===== src/rtl/bmx_pkg.sv =====
package bmx_pkg;
    localparam int CPU_AW  = 16;
    localparam int PAGE_W  = 8;
    localparam int BANK_W  = 1;
    localparam int PTR_W   = BANK_W + PAGE_W;
    localparam int PHYS_AW = CPU_AW + BANK_W;
    localparam int CFG_W   = 8;
    localparam int NSEL    = 6;

    // select vector bit positions
    localparam int SEL_SYSROM = 0;
    localparam int SEL_FNINT  = 1;
    localparam int SEL_FNEXT  = 2;
    localparam int SEL_IO     = 3;
    localparam int SEL_RAM    = 4;
    localparam int SEL_REGS   = 5;

    // region bounds
    localparam logic [CPU_AW-1:0] LO_BASE  = 16'h4000;
    localparam logic [CPU_AW-1:0] MID_BASE = 16'h8000;
    localparam logic [CPU_AW-1:0] HI_BASE  = 16'hC000;
    localparam logic [CPU_AW-1:0] IO_BASE  = 16'hD000;
    localparam logic [CPU_AW-1:0] IO_LAST  = 16'hDFFF;
    localparam logic [CPU_AW-1:0] REG_BASE = 16'hFF00;
    localparam logic [CPU_AW-1:0] REG_LAST = 16'hFF04;

    // configuration word fields
    localparam int CFG_IO_BIT   = 0;
    localparam int CFG_LO_BIT   = 1;
    localparam int CFG_MID_LSB  = 2;
    localparam int CFG_HI_LSB   = 4;
    localparam int CFG_BANK_BIT = 6;

    // RAM-configuration word fields
    localparam int RC_SZ_LSB  = 0;
    localparam int RC_BOT_BIT = 2;
    localparam int RC_TOP_BIT = 3;

    typedef struct packed {
        logic [NSEL-1:0]    sel;
        logic [PHYS_AW-1:0] phys;
    } xlate_s;

    function automatic logic [CPU_AW:0] share_bytes(input logic [1:0] code);
        logic [CPU_AW:0] n;
        case (code)
            2'b00:   n = (CPU_AW+1)'(1024);
            2'b01:   n = (CPU_AW+1)'(4096);
            2'b10:   n = (CPU_AW+1)'(8192);
            default: n = (CPU_AW+1)'(16384);
        endcase
        return n;
    endfunction
endpackage


===== src/rtl/bmx_region_decode.sv =====
module bmx_region_decode
    import bmx_pkg::*;
(
    input  logic [CPU_AW-1:0] addr,
    input  logic [CFG_W-1:0]  cfg,
    output logic [NSEL-1:0]   sel
);
    logic [1:0] field_code;
    logic       in_regs;
    logic       in_io;

    assign in_regs = (addr >= REG_BASE) && (addr <= REG_LAST);
    assign in_io   = (addr >= IO_BASE) && (addr <= IO_LAST) && !cfg[CFG_IO_BIT];

    // overlay code for the region the address falls in; 11 means RAM
    always_comb begin
        if (addr >= HI_BASE)
            field_code = cfg[CFG_HI_LSB +: 2];
        else if (addr >= MID_BASE)
            field_code = cfg[CFG_MID_LSB +: 2];
        else if (addr >= LO_BASE)
            field_code = {2{cfg[CFG_LO_BIT]}};
        else
            field_code = 2'b11;
    end

    always_comb begin
        sel = '0;
        if (in_regs) begin
            sel[SEL_REGS] = 1'b1;
        end else if (in_io) begin
            sel[SEL_IO] = 1'b1;
        end else begin
            case (field_code)
                2'b00:   sel[SEL_SYSROM] = 1'b1;
                2'b01:   sel[SEL_FNINT]  = 1'b1;
                2'b10:   sel[SEL_FNEXT]  = 1'b1;
                default: sel[SEL_RAM]    = 1'b1;
            endcase
        end
    end
endmodule


===== src/rtl/bmx_shared_window.sv =====
module bmx_shared_window
    import bmx_pkg::*;
(
    input  logic [CPU_AW-1:0] addr,
    input  logic [CFG_W-1:0]  ramcfg,
    output logic              in_bottom,
    output logic              in_top,
    output logic              force_bank0
);
    localparam logic [CPU_AW:0] SPACE = (CPU_AW+1)'(1) << CPU_AW;

    logic [CPU_AW:0] span;
    logic [CPU_AW:0] addr_x;

    assign span   = share_bytes(ramcfg[RC_SZ_LSB +: 2]);
    assign addr_x = {1'b0, addr};

    always_comb begin
        in_bottom   = ramcfg[RC_BOT_BIT] && (addr_x < span);
        in_top      = ramcfg[RC_TOP_BIT] && (addr_x >= (SPACE - span));
        force_bank0 = in_bottom || in_top;
    end
endmodule


===== src/rtl/bmx_ram_map.sv =====
module bmx_ram_map
    import bmx_pkg::*;
(
    input  logic [CPU_AW-1:0]  addr,
    input  logic               bank_sel,
    input  logic               force_bank0,
    input  logic [PTR_W-1:0]   pg0_ptr,
    input  logic [PTR_W-1:0]   pg1_ptr,
    output logic [PHYS_AW-1:0] phys
);
    localparam logic [PAGE_W-1:0] ZP_PAGE = '0;
    localparam logic [PAGE_W-1:0] SP_PAGE = PAGE_W'(1);

    logic [PAGE_W-1:0] page;
    logic [PAGE_W-1:0] offs;
    logic              bank;
    logic [PTR_W-1:0]  target;

    assign page   = addr[CPU_AW-1 -: PAGE_W];
    assign offs   = addr[PAGE_W-1:0];
    assign bank   = force_bank0 ? 1'b0 : bank_sel;
    assign target = {bank, page};

    always_comb begin
        if (page == ZP_PAGE)
            phys = {pg0_ptr, offs};
        else if (page == SP_PAGE)
            phys = {pg1_ptr, offs};
        else if (target == pg0_ptr)
            phys = {bank, ZP_PAGE, offs};
        else if (target == pg1_ptr)
            phys = {bank, SP_PAGE, offs};
        else
            phys = {target, offs};
    end
endmodule


===== src/rtl/bank_xlate.sv =====
module bank_xlate
    import bmx_pkg::*;
#(
    parameter bit REG_OUT = 1'b1
) (
    input  logic               clk,
    input  logic               rst_n,
    input  logic [CPU_AW-1:0]  cpu_addr,
    input  logic [CFG_W-1:0]   cfg_word,
    input  logic [CFG_W-1:0]   ramcfg_word,
    input  logic [PTR_W-1:0]   pg0_ptr,
    input  logic [PTR_W-1:0]   pg1_ptr,
    output logic [PHYS_AW-1:0] phys_addr,
    output logic               sel_sysrom,
    output logic               sel_fnrom_int,
    output logic               sel_fnrom_ext,
    output logic               sel_io,
    output logic               sel_ram,
    output logic               sel_regs
);
    localparam xlate_s RESET_VAL = '{sel: NSEL'(1) << SEL_RAM, phys: '0};

    logic [NSEL-1:0]    region_sel;
    logic               in_bottom;
    logic               in_top;
    logic               force_bank0;
    logic [PHYS_AW-1:0] ram_phys;
    xlate_s             result_d;
    xlate_s             result_q;

    bmx_region_decode u_region (
        .addr (cpu_addr),
        .cfg  (cfg_word),
        .sel  (region_sel)
    );

    bmx_shared_window u_shared (
        .addr        (cpu_addr),
        .ramcfg      (ramcfg_word),
        .in_bottom   (in_bottom),
        .in_top      (in_top),
        .force_bank0 (force_bank0)
    );

    bmx_ram_map u_map (
        .addr        (cpu_addr),
        .bank_sel    (cfg_word[CFG_BANK_BIT]),
        .force_bank0 (force_bank0),
        .pg0_ptr     (pg0_ptr),
        .pg1_ptr     (pg1_ptr),
        .phys        (ram_phys)
    );

    always_comb begin
        result_d.sel  = region_sel;
        result_d.phys = region_sel[SEL_RAM] ? ram_phys : {{BANK_W{1'b0}}, cpu_addr};
    end

    generate
        if (REG_OUT) begin : g_reg
            always_ff @(posedge clk or negedge rst_n) begin
                if (!rst_n) result_q <= RESET_VAL;
                else        result_q <= result_d;
            end
        end else begin : g_comb
            assign result_q = result_d;
        end
    endgenerate

    assign phys_addr     = result_q.phys;
    assign sel_sysrom    = result_q.sel[SEL_SYSROM];
    assign sel_fnrom_int = result_q.sel[SEL_FNINT];
    assign sel_fnrom_ext = result_q.sel[SEL_FNEXT];
    assign sel_io        = result_q.sel[SEL_IO];
    assign sel_ram       = result_q.sel[SEL_RAM];
    assign sel_regs      = result_q.sel[SEL_REGS];


    sel_onehot_chk: assert property (@(posedge clk) disable iff (!rst_n)
        $onehot({sel_regs, sel_ram, sel_io, sel_fnrom_ext, sel_fnrom_int, sel_sysrom}));

    generate
        if (REG_OUT) begin : g_lat_chk

            out_latency_chk: assert property (@(posedge clk) disable iff (!rst_n)
                1'b1 |=> (result_q == $past(result_d)));
        end
    endgenerate


    reg_window_chk: assert property (@(posedge clk) disable iff (!rst_n)
        (cpu_addr >= REG_BASE && cpu_addr <= REG_LAST) |-> region_sel[SEL_REGS]);


    io_window_chk: assert property (@(posedge clk) disable iff (!rst_n)
        (cpu_addr[CPU_AW-1 -: 4] == 4'hD && !cfg_word[CFG_IO_BIT]) |-> region_sel[SEL_IO]);


    shared_bank_chk: assert property (@(posedge clk) disable iff (!rst_n)
        (force_bank0 && cpu_addr[CPU_AW-1:PAGE_W+1] != '0) |-> (ram_phys[PHYS_AW-1] == 1'b0));


    zero_page_chk: assert property (@(posedge clk) disable iff (!rst_n)
        (cpu_addr[CPU_AW-1 -: PAGE_W] == '0) |-> (ram_phys == {pg0_ptr, cpu_addr[PAGE_W-1:0]}));
endmodule


===== config.mk =====
export PLATFORM = sky130hd
export DESIGN_NAME = bank_xlate
export DESIGN_NICKNAME = d
export VERILOG_FILES = /design/src/rtl/bmx_pkg.sv /design/src/rtl/bmx_region_decode.sv /design/src/rtl/bmx_shared_window.sv /design/src/rtl/bmx_ram_map.sv /design/src/rtl/bank_xlate.sv
export SDC_FILE = /design/constraint.sdc
export NUM_CORES = 1
export LEC_CHECK = 0
export BUFFER_PORTS_ARGS = -buffer_cell sky130_fd_sc_hd__buf_4
export CORE_UTILIZATION = 43
export CTS_BUF_LIST = sky130_fd_sc_hd__clkbuf_8
export DETAILED_ROUTE_END_ITERATION = 7
export PLACE_DENSITY = 0.78
export SLEW_MARGIN = 10
export SYNTH_ARGS = -nofsm -noshare
export SYNTH_HDL_FRONTEND = slang
export SYNTH_SLANG_ARGS = --single-unit

===== constraint.sdc =====
create_clock -name clk -period 0.8 [get_ports clk]
set_input_delay 0.16 -clock clk [delete_from_list [all_inputs] [get_ports clk]]
set_output_delay 0.16 -clock clk [all_outputs]
set_load 0.005 [all_outputs]

==> results.toml, run 1 <==
[setup_path]
cp_max_fo = 7
crit_path_end_kind = "register"
startpoint = "ramcfg_word[1]"
cpPeakStageDelay_ns = 0.35
path_cells = "buf_6 -> or2_4 -> ha_4 -> nor2b_4 -> o21a_1 -> o31ai_4 -> and3_4 -> mux2i_4 -> a31oi_1"
cp_top_family = "simple AND/OR/NAND/NOR gates"
critPathArrivalTime_ns = 1.98
cp_slowest_cell = "mux2i_4"
cp.required_ns = 0.93
cp.buffers_inverters = 1
worst_setup_path_start_kind = "primary input"
critical_path_class = "in2reg"

[detailed_routing]
vias = 1710
viasPerCell = 5.59
wl_mm = 5.00
dr.first_iter.drc_count = 98
drc = 0
ant_nets = 0
wl_per_cell_um = 16.3
drtPass1Iterations = 4

[synth]
yosysTopAreaCellShare_pct = 35.9
synth_area_leader_cell = "dfrtp_1"
synth_mux_area_share_pct = 3.43
synth-seq-cells = 23
synthSimpleGateAreaFrac_pct = 18.7
synth_top_family_by_area = "compound AO/OA/AOI/OAI gates"
synth_area_mm2 = 0.00153
async_flop_share_pct = 100
syn_avg_cell_area_um2 = 9.90
syn_inst = 155
synthFlopType = "dfrtp_1"
yosys.area_share.adder_pct = 6.53
synthDistinctLibCells = 43
synth_common_cells = "dfrtp_1, xnor2_1, inv_1"
synth-compound-area-share_pct = 19.3
synth.most_common_cell = "dfrtp_1"
seq_area_frac_synth_pct = 37.6
synthXorXnorAreaFrac_pct = 9.14
ys_top_cells_by_area = "dfrtp_1, xnor2_1, ha_1"
synth-edff-count = 0
syn_nets = 215
ys_warn_count = 0

[power_and_ir_drop]
power_frac_clock_pct = 23.8
p_seq_share_pct = 42.0
vdd_drop_max_mv = 0.593
intPower_uw = 2180
p_per_area_mw_per_mm2 = 1140
p_leak_uw = 0.00122
p_sw_uw = 825
power_frac_comb_pct = 34.2
swShare_pct = 27.4

[worst_hold_path]
min-delay-start = "cpu_addr[4]"
hp-class = "in2reg"
hold-path-endpoint = "phys_addr[4]"
worstHoldPathCells = 1

[cts]
cts_sinks = 23
htreeDepth = 1
cts.path.max_buffers = 2
cts_tree = "built"
clkTransAtPathRegs_ns = 0.09
clockRootBuffer = "clkbuf_8"
cts_buffers = 3

[timing]
hold_viol = 0
period_share_pct = 232
max_freq_mhz = 539
setup_violations = 37
drv_slew = 0
setup_ws_ns = -1.06
finalCriticalPeriod_ns = 1.86
grt_setup_unrepaired = "yes"
tns_ns = -14.10

[finish]
drive_gt1_share_pct = 50.8
fillers = 212
nets = 321
syn2layout_area_growth_pct = 71.7
antenna_cells = 0

[floorplan]
ios = 75
die_y_um = 61.7
die_area_mm2 = 0.00381
die-width_um = 61.7
initial_utilization_pct = 45.3
core_area_mm2 = 0.00339
std_cell_rows = 21

[grt]
grt_pass1_wl_mm = 7.45
grt_use_total_pct = 27.0
grt_max_degree = 24
antenna_found_initial = 0
gr-total-overflow = 0
first_global_vias = 1651

[place]
pre_cts_ws_ns = -1.43
dp_hpwl_mm = 3.66
gp_routability_congestion = 0.845
io_buffers = 69

[run_status]
status = "complete, but fails checks"
violations = "setup timing"

[job]
cap_viol_max_count = 0
==> cells in the final DEF, fill, tap and decap left out, types with 4 or more instances in the layout <==
| cell type | n |
|---|---|
| a31oi_1 | 8 |
| buf_4 | 74 |
| buf_6 | 31 |
| dfrtp_1 | 22 |
| ha_1 | 6 |
| inv_1 | 10 |
| nand2_1 | 5 |
| nand2b_1 | 4 |
| nand4_1 | 5 |
| o21ai_0 | 9 |
| o2bb2ai_1 | 7 |
| xnor2_1 | 16 |
==> through the flow <==
step / hold slack [ns] / total power (uW) / area, um^2 / cells / util (%)
2_1_floorplan: -0.136 / 1640 / 1580 / 155 / -
3_3_place_gp: 0.0628 / 2160 / 2380 / 297 / 70.1
3_5_place_dp: 0.0652 / 2180 / 2380 / 297 / 70.1
4_1_cts: 0.0197 / 2980 / 2600 / 305 / 76.7
5_1_grt: 0.0168 / 3150 / 2630 / 306 / 77.7
6_report: 0.0212 / 3010 / 2630 / 306 / 77.7
==> logic make-up (layout without fill, tap and decap cells) <==
family / after synthesis / count (layout)
buf+inv: 18 / 123
compound gates: 41 / 41
flops: 23 / 23
simple gates: 44 / 44
xor+xnor: 16 / 16
mux: 4 / 4
other cells: 1 / 1
fa+ha+maj: 8 / 8
==> sequential cells by signal, summed over array words and instances (netlist names) <==
| register | count |
|---|---|
| sel_sysrom | 1 |
| sel_ram | 1 |
| sel_io | 1 |
| phys_addr | 17 |
| sel_fnrom_ext | 1 |
| sel_regs | 1 |
| sel_fnrom_int | 1 |
==> cell type report <==
class | count | area [um^2] | area share, %
Sequential cell | 23 | 577 | 21.9
Tap cell | 46 | 57.6 | 2.19
Multi-Input combinational cell | 114 | 977 | 37.1
Timing Repair Buffer | 108 | 935 | 35.5
Clock buffer | 3 | 41.3 | 1.57
Clock inverter | 1 | 5.00 | 0.190
Inverter | 11 | 41.3 | 1.57
==> layer usage <==
layer  GRT usage (%)  part of all wire (%)  routed length, um
met5               0                     0                  0
met4            9.84                   2.2                112
met3            3.52                   5.0                250
met2            49.0                    52               2600
met1            32.5                    41               2030
==> how the worst max path moves through the flow <==
stage                    end  slack [ns]  depth (start not counted)
2_1_floorplan  phys_addr[10]       -1.17                          8
3_3_place_gp   phys_addr[15]       -1.33                          9
3_5_place_dp    phys_addr[8]       -1.43                         10
4_1_cts        phys_addr[14]       -1.02                          9
5_1_grt         phys_addr[9]       -1.08                          9
6_report       phys_addr[13]       -1.06                          9
==> repair_timing <==
item / 4_1_cts / 5_1_grt
pin swaps: 8 / 7
endpoints found under the hold margin: 24 / 0
hold buffers: 3 / 0
gates resized for setup: 37 / 6
setup endpoints to repair: 37 / 37
setup buffers: 1 / 2
==> power by group through the flow <==
stage	Sequential [uW]	Clock (uW)	Combinational (uW)
floorplan	1280	0	355
finish	1260	717	1030
detailed placement	1270	0	906
global route	1270	769	1110
CTS	1260	722	994
global placement	1270	0	889
No activity file was read; power rests on OpenSTA's default activity.
==> run 2: changes to the inputs <==
--- a/config.mk
+++ b/config.mk
@@ -9,6 +9,7 @@
 export CORE_UTILIZATION = 43
 export CTS_BUF_LIST = sky130_fd_sc_hd__clkbuf_8
 export DETAILED_ROUTE_END_ITERATION = 7
+export MAX_ROUTING_LAYER = met4
 export PLACE_DENSITY = 0.78
 export SLEW_MARGIN = 10
 export SYNTH_ARGS = -nofsm -noshare
==> run 2 against run 1 <==
Against the previous run: the run still ends with setup timing left; clock power hardly changed; clock-buffer cell count unchanged; hold slack barely moved; sequential power hardly changed; largest cell class unchanged; highest routed layer unchanged; setup slack gained 0.0012 ns; die area unchanged; critical path type unchanged.
==> results.toml, run 2 (synthesis results as in run 1) <==
[run_status]
status = "complete, but fails checks"
violations = "setup timing"

[setup_path]
path_cells = "buf_6 -> or2_4 -> ha_4 -> nor2b_4 -> o21a_1 -> o31ai_4 -> and3_4 -> mux2i_4 -> a31oi_1"
cpPeakStageDelay_ns = 0.35
cp_slowest_cell = "mux2i_4"
startpoint = "ramcfg_word[1]"
cp.required_ns = 0.93
critical_path_class = "in2reg"
crit_path_end = "phys_addr[13]"
crit_path_end_kind = "register"
cp_max_fo = 7
worst_setup_path_start_kind = "primary input"
critPathArrivalTime_ns = 1.98

[place]
postPlaceCellArea_mm2 = 0.00238
gp_routability_congestion = 0.859
pre_cts_ws_ns = -1.43
io_buffers = 69
dp_hpwl_mm = 3.66

[finish]
syn2layout_area_growth_pct = 71.7
stdcell_area_mm2 = 0.00263
seqCellArea_um2 = 577
largest_register_ffs = 17
fillers = 212
layout_common_cells = "buf_4, buf_6, dfrtp_1, xnor2_1, inv_1"
multi_input_area_um2 = 977
antenna_cells = 0
finish.utilization_pct = 77.7
drive_gt1_share_pct = 50.8
nets = 321
layout_commonest_cell = "buf_4"

[grt]
grt_use_total_pct = 27.8
antenna_found_initial = 0
grt_pass1_wl_mm = 7.45
first_global_vias = 1650
grt_max_degree = 24
gr-total-overflow = 0

[power_and_ir_drop]
swShare_pct = 27.4
intPower_uw = 2180
power_frac_clock_pct = 23.9
vdd_drop_max_mv = 0.593
p_seq_share_pct = 42.0
p_leak_uw = 0.00122
p_sw_uw = 824
power_frac_comb_pct = 34.1
p_per_area_mw_per_mm2 = 1140

[cts]
cts.path.max_buffers = 2
clockRootBuffer = "clkbuf_8"
cts_tree = "built"
htreeDepth = 1
cts_buffers = 3
clkTransAtPathRegs_ns = 0.09
cts_sinks = 23

[floorplan]
die_y_um = 61.7
ios = 75
std_cell_rows = 21
initial_utilization_pct = 45.3
die-width_um = 61.7
core_area_mm2 = 0.00339
die_area_mm2 = 0.00381

[timing]
drv_slew = 0
hold_viol = 0
grt_setup_unrepaired = "yes"
max_freq_mhz = 539
setup_ws_ns = -1.05
setup_violations = 37
tns_ns = -14.08
whs_ns = 0.0210
finalCriticalPeriod_ns = 1.85
period_share_pct = 232

[worst_hold_path]
min-delay-start = "cpu_addr[4]"
hp-class = "in2reg"

[detailed_routing]
vias = 1698
ant_nets = 0
drc = 0
wl_mm = 5.02
drtPass1Iterations = 4
viasPerCell = 5.55
dr.first_iter.drc_count = 91
wl_per_cell_um = 16.4

[job]
cap_viol_max_count = 0
-- run 2: cell counts in the layout (fill, tap and decap cells not counted) --
No cell type changed its count.
-- run 2: cell type report --
| cell class | instances | share of cell area, % |
|---|---|---|
| clock buffer | 3 | 1.57 |
| clock inverter | 1 | 0.190 |
| inverter | 11 | 1.57 |
| multi-input combinational | 114 | 37.1 |
| sequential | 23 | 21.9 |
| tap | 46 | 2.19 |
| timing repair buffer | 108 | 35.5 |
-- run 2: worst min-delay path by stage --
| stage | to | slack, ns | cells after the start |
|---|---|---|---|
| global route | phys_addr[4] | 0.02 | 1 |
| floorplan | phys_addr[0] | -0.14 | 0 |
| global placement | phys_addr[5] | 0.06 | 1 |
| finish | phys_addr[4] | 0.02 | 1 |
| CTS | phys_addr[4] | 0.02 | 1 |
| detailed placement | phys_addr[5] | 0.07 | 1 |
-- run 2: worst max-delay path: cells and delay by family --
family	cells	cell delay (ns)
mux	1	0.35
fa+ha+maj	1	0.22
simple gates	3	0.62
buf+inv	1	0.09
compound gates	3	0.53
-- run 2: through the flow --
stage / power, uW / instances
3_3_place_gp: 2160 / 297
3_5_place_dp: 2180 / 297
2_1_floorplan: 1640 / 155
4_1_cts: 2980 / 305
6_report: 3010 / 306
5_1_grt: 3150 / 306
-- run 2: power by group through the flow --
stage	Combinational (uW)	Sequential (uW)	Clock (uW)
global placement	889	1270	0
finish	1030	1260	717
global route	1110	1270	769
floorplan	355	1280	0
detailed placement	906	1270	0
CTS	994	1260	722
-- run 2: layer usage --
layer  wire length [um]  GRT usage (%)  share of wire [%]
met3                256           3.31                5.1
met2               2640           49.0                 53
met1               2050           32.6                 41
met4                 76           9.84                1.5
met5                  0              -                  0
-- run 2: repair_timing --
item | CTS | global route
buffers inserted | 1 | 2
hold buffers | 3 | 0
resized for setup | 37 | 6
hold endpoints to repair | 24 | 0
pin swaps | 8 | 7
setup endpoints to repair | 37 | 37
==> run 3: changes to the inputs <==
--- a/config.mk
+++ b/config.mk
@@ -6,7 +6,7 @@
 export NUM_CORES = 1
 export LEC_CHECK = 0
 export BUFFER_PORTS_ARGS = -buffer_cell sky130_fd_sc_hd__buf_4
-export CORE_UTILIZATION = 43
+export CORE_UTILIZATION = 45
 export CTS_BUF_LIST = sky130_fd_sc_hd__clkbuf_8
 export DETAILED_ROUTE_END_ITERATION = 7
 export MAX_ROUTING_LAYER = met4
@@ -15,3 +15,4 @@
 export SYNTH_ARGS = -nofsm -noshare
 export SYNTH_HDL_FRONTEND = slang
 export SYNTH_SLANG_ARGS = --single-unit
+export TNS_END_PERCENT = 20
==> constraint.sdc (replaced) <==
create_clock -name clk -period 1.8 [get_ports clk]
set_input_delay 0.36 -clock clk [delete_from_list [all_inputs] [get_ports clk]]
set_output_delay 0.36 -clock clk [all_outputs]
set_load 0.005 [all_outputs]
==> run 3 against run 2 <==
Against the previous run: the flow still finishes with violations (setup timing); design area fell by 7.7%; flip-flop and latch count stayed put; clock-buffer cell count did not move; power decreased by 57%; hold slack improved by 0.19 ns; clock power decreased by 54%; sequential share of layout area grew 1.8 points; global-route usage fell by 0.83 points; cell count down 4.6%; largest power group unchanged; highest routed layer unchanged.
==> results.toml, run 3 (synthesis results as in run 1) <==
[run_status]
status = "complete, but fails checks"
violations = "setup timing"

[place]
gp_routability_congestion = 0.911
pre_cts_ws_ns = -0.642
dp_hpwl_mm = 3.65
io_buffers = 69

[setup_path]
critPathArrivalTime_ns = 2.30
critical_path_class = "in2reg"
cpPeakStageDelay_ns = 0.33
crit_path_end_kind = "register"
cp.buffers_inverters = 2
cp_top_family = "simple AND/OR/NAND/NOR gates"
cp.required_ns = 2.01
cp_max_fo = 4
path_cells = "buf_6 -> or2_4 -> ha_4 -> nand4b_1 -> nor4_4 -> o31ai_4 -> buf_4 -> and4_4 -> o41ai_4 -> o211a_1"
worst_setup_path_start_kind = "primary input"
cp_slowest_cell = "nor4_4"

[timing]
grt_setup_unrepaired = "yes"
hold_viol = 0
setup_violations = 9
drv_slew = 0
tns_ns = -2.26
setup_ws_ns = -0.284
max_freq_mhz = 480
finalCriticalPeriod_ns = 2.08
period_share_pct = 116

[power_and_ir_drop]
p_seq_share_pct = 42.6
p_sw_uw = 361
power_frac_comb_pct = 32.1
power_frac_clock_pct = 25.3
swShare_pct = 27.7
p_per_area_mw_per_mm2 = 536
vdd_drop_max_mv = 0.317
intPower_uw = 941
p_leak_uw = 0.00114

[cts]
cts_tree = "built"
cts.path.max_buffers = 2
clockRootBuffer = "clkbuf_8"
clkTransAtPathRegs_ns = 0.08
htreeDepth = 1
cts_buffers = 3
cts_sinks = 23

[finish]
drive_gt1_share_pct = 47.6
layout_commonest_cell = "buf_4"
seqCellArea_um2 = 577
fillers = 227
layout_common_cells = "buf_4, dfrtp_1, xnor2_1, inv_1"
finish.utilization_pct = 77.1
multi_input_area_um2 = 966
antenna_cells = 0
syn2layout_area_growth_pct = 58.5
nets = 309
largest_register_ffs = 17

[floorplan]
std_cell_rows = 20
die_y_um = 60.4
die-width_um = 60.4
initial_utilization_pct = 48.7
ios = 75
core_area_mm2 = 0.00315
die_area_mm2 = 0.00365

[grt]
gr-total-overflow = 0
grt_use_total_pct = 27.0
grt_max_degree = 24
antenna_found_initial = 0
first_global_vias = 1595
grt_pass1_wl_mm = 7.09

[detailed_routing]
viasPerCell = 5.39
dr.first_iter.drc_count = 58
vias = 1575
wl_mm = 4.55
drc = 0
ant_nets = 0
drtPass1Iterations = 4
wl_per_cell_um = 15.6

[worst_hold_path]
hp-class = "in2reg"

[job]
cap_viol_max_count = 0
[run 3: repair_timing]
action	CTS	global route
hold buffers	1	0
buffers inserted	0	3
resized for setup	4	8
pin swaps	11	14
endpoints found under the setup margin	9	10
endpoints found under the hold margin	22	0
[run 3: path summary, 6_finish.rpt]
check / cells past startpoint / to / start / slack [ns]
worst min-delay path: 1 / phys_addr[6] / cpu_addr[6] / 0.21
min in group asynchronous: 2 / phys_addr[1] / rst_n / 0.52
worst max-delay path: 10 / phys_addr[8] / ramcfg_word[1] / -0.28
max in group asynchronous: 2 / sel_ram / rst_n / 1.01
[run 3: final cells by class]
class,count,share of cell area [%]
inverters,11,1.70
well taps,44,2.26
multi-input cells,114,39.7
flip-flops and latches,23,23.7
clock buffers,3,1.70
clock inverters,1,0.309
repair buffers,96,30.6
[run 3: power groups by stage]
stage | clock [uW] | combinational [uW] | sequential (uW)
after CTS | 333 | 401 | 555
after floorplan | 0 | 155 | 569
final | 329 | 418 | 554
after global routing | 343 | 455 | 557
after global placement | 0 | 377 | 564
after detailed placement | 0 | 390 | 565
[run 3: through the flow]
stage	total power, uW	hold slack, ns	instances	cell area [um^2]
finish	1300	0.206	292	2430
CTS	1290	0.203	289	2370
global placement	942	0.258	284	2280
floorplan	724	0.0644	155	1560
detailed placement	955	0.267	284	2280
global route	1360	0.202	292	2430
[run 3: per-layer routing]
metal / vias to the layer above / track usage [%] / wire [um] / share of wire [%]
li1: 758 / - / - / -
met4: 0 / 11.0 / 64 / 1.4
met2: 63 / 48.0 / 2460 / 54
met5: - / - / 0 / 0
met1: 747 / 30.5 / 1790 / 39
met3: 7 / 3.20 / 249 / 5.5
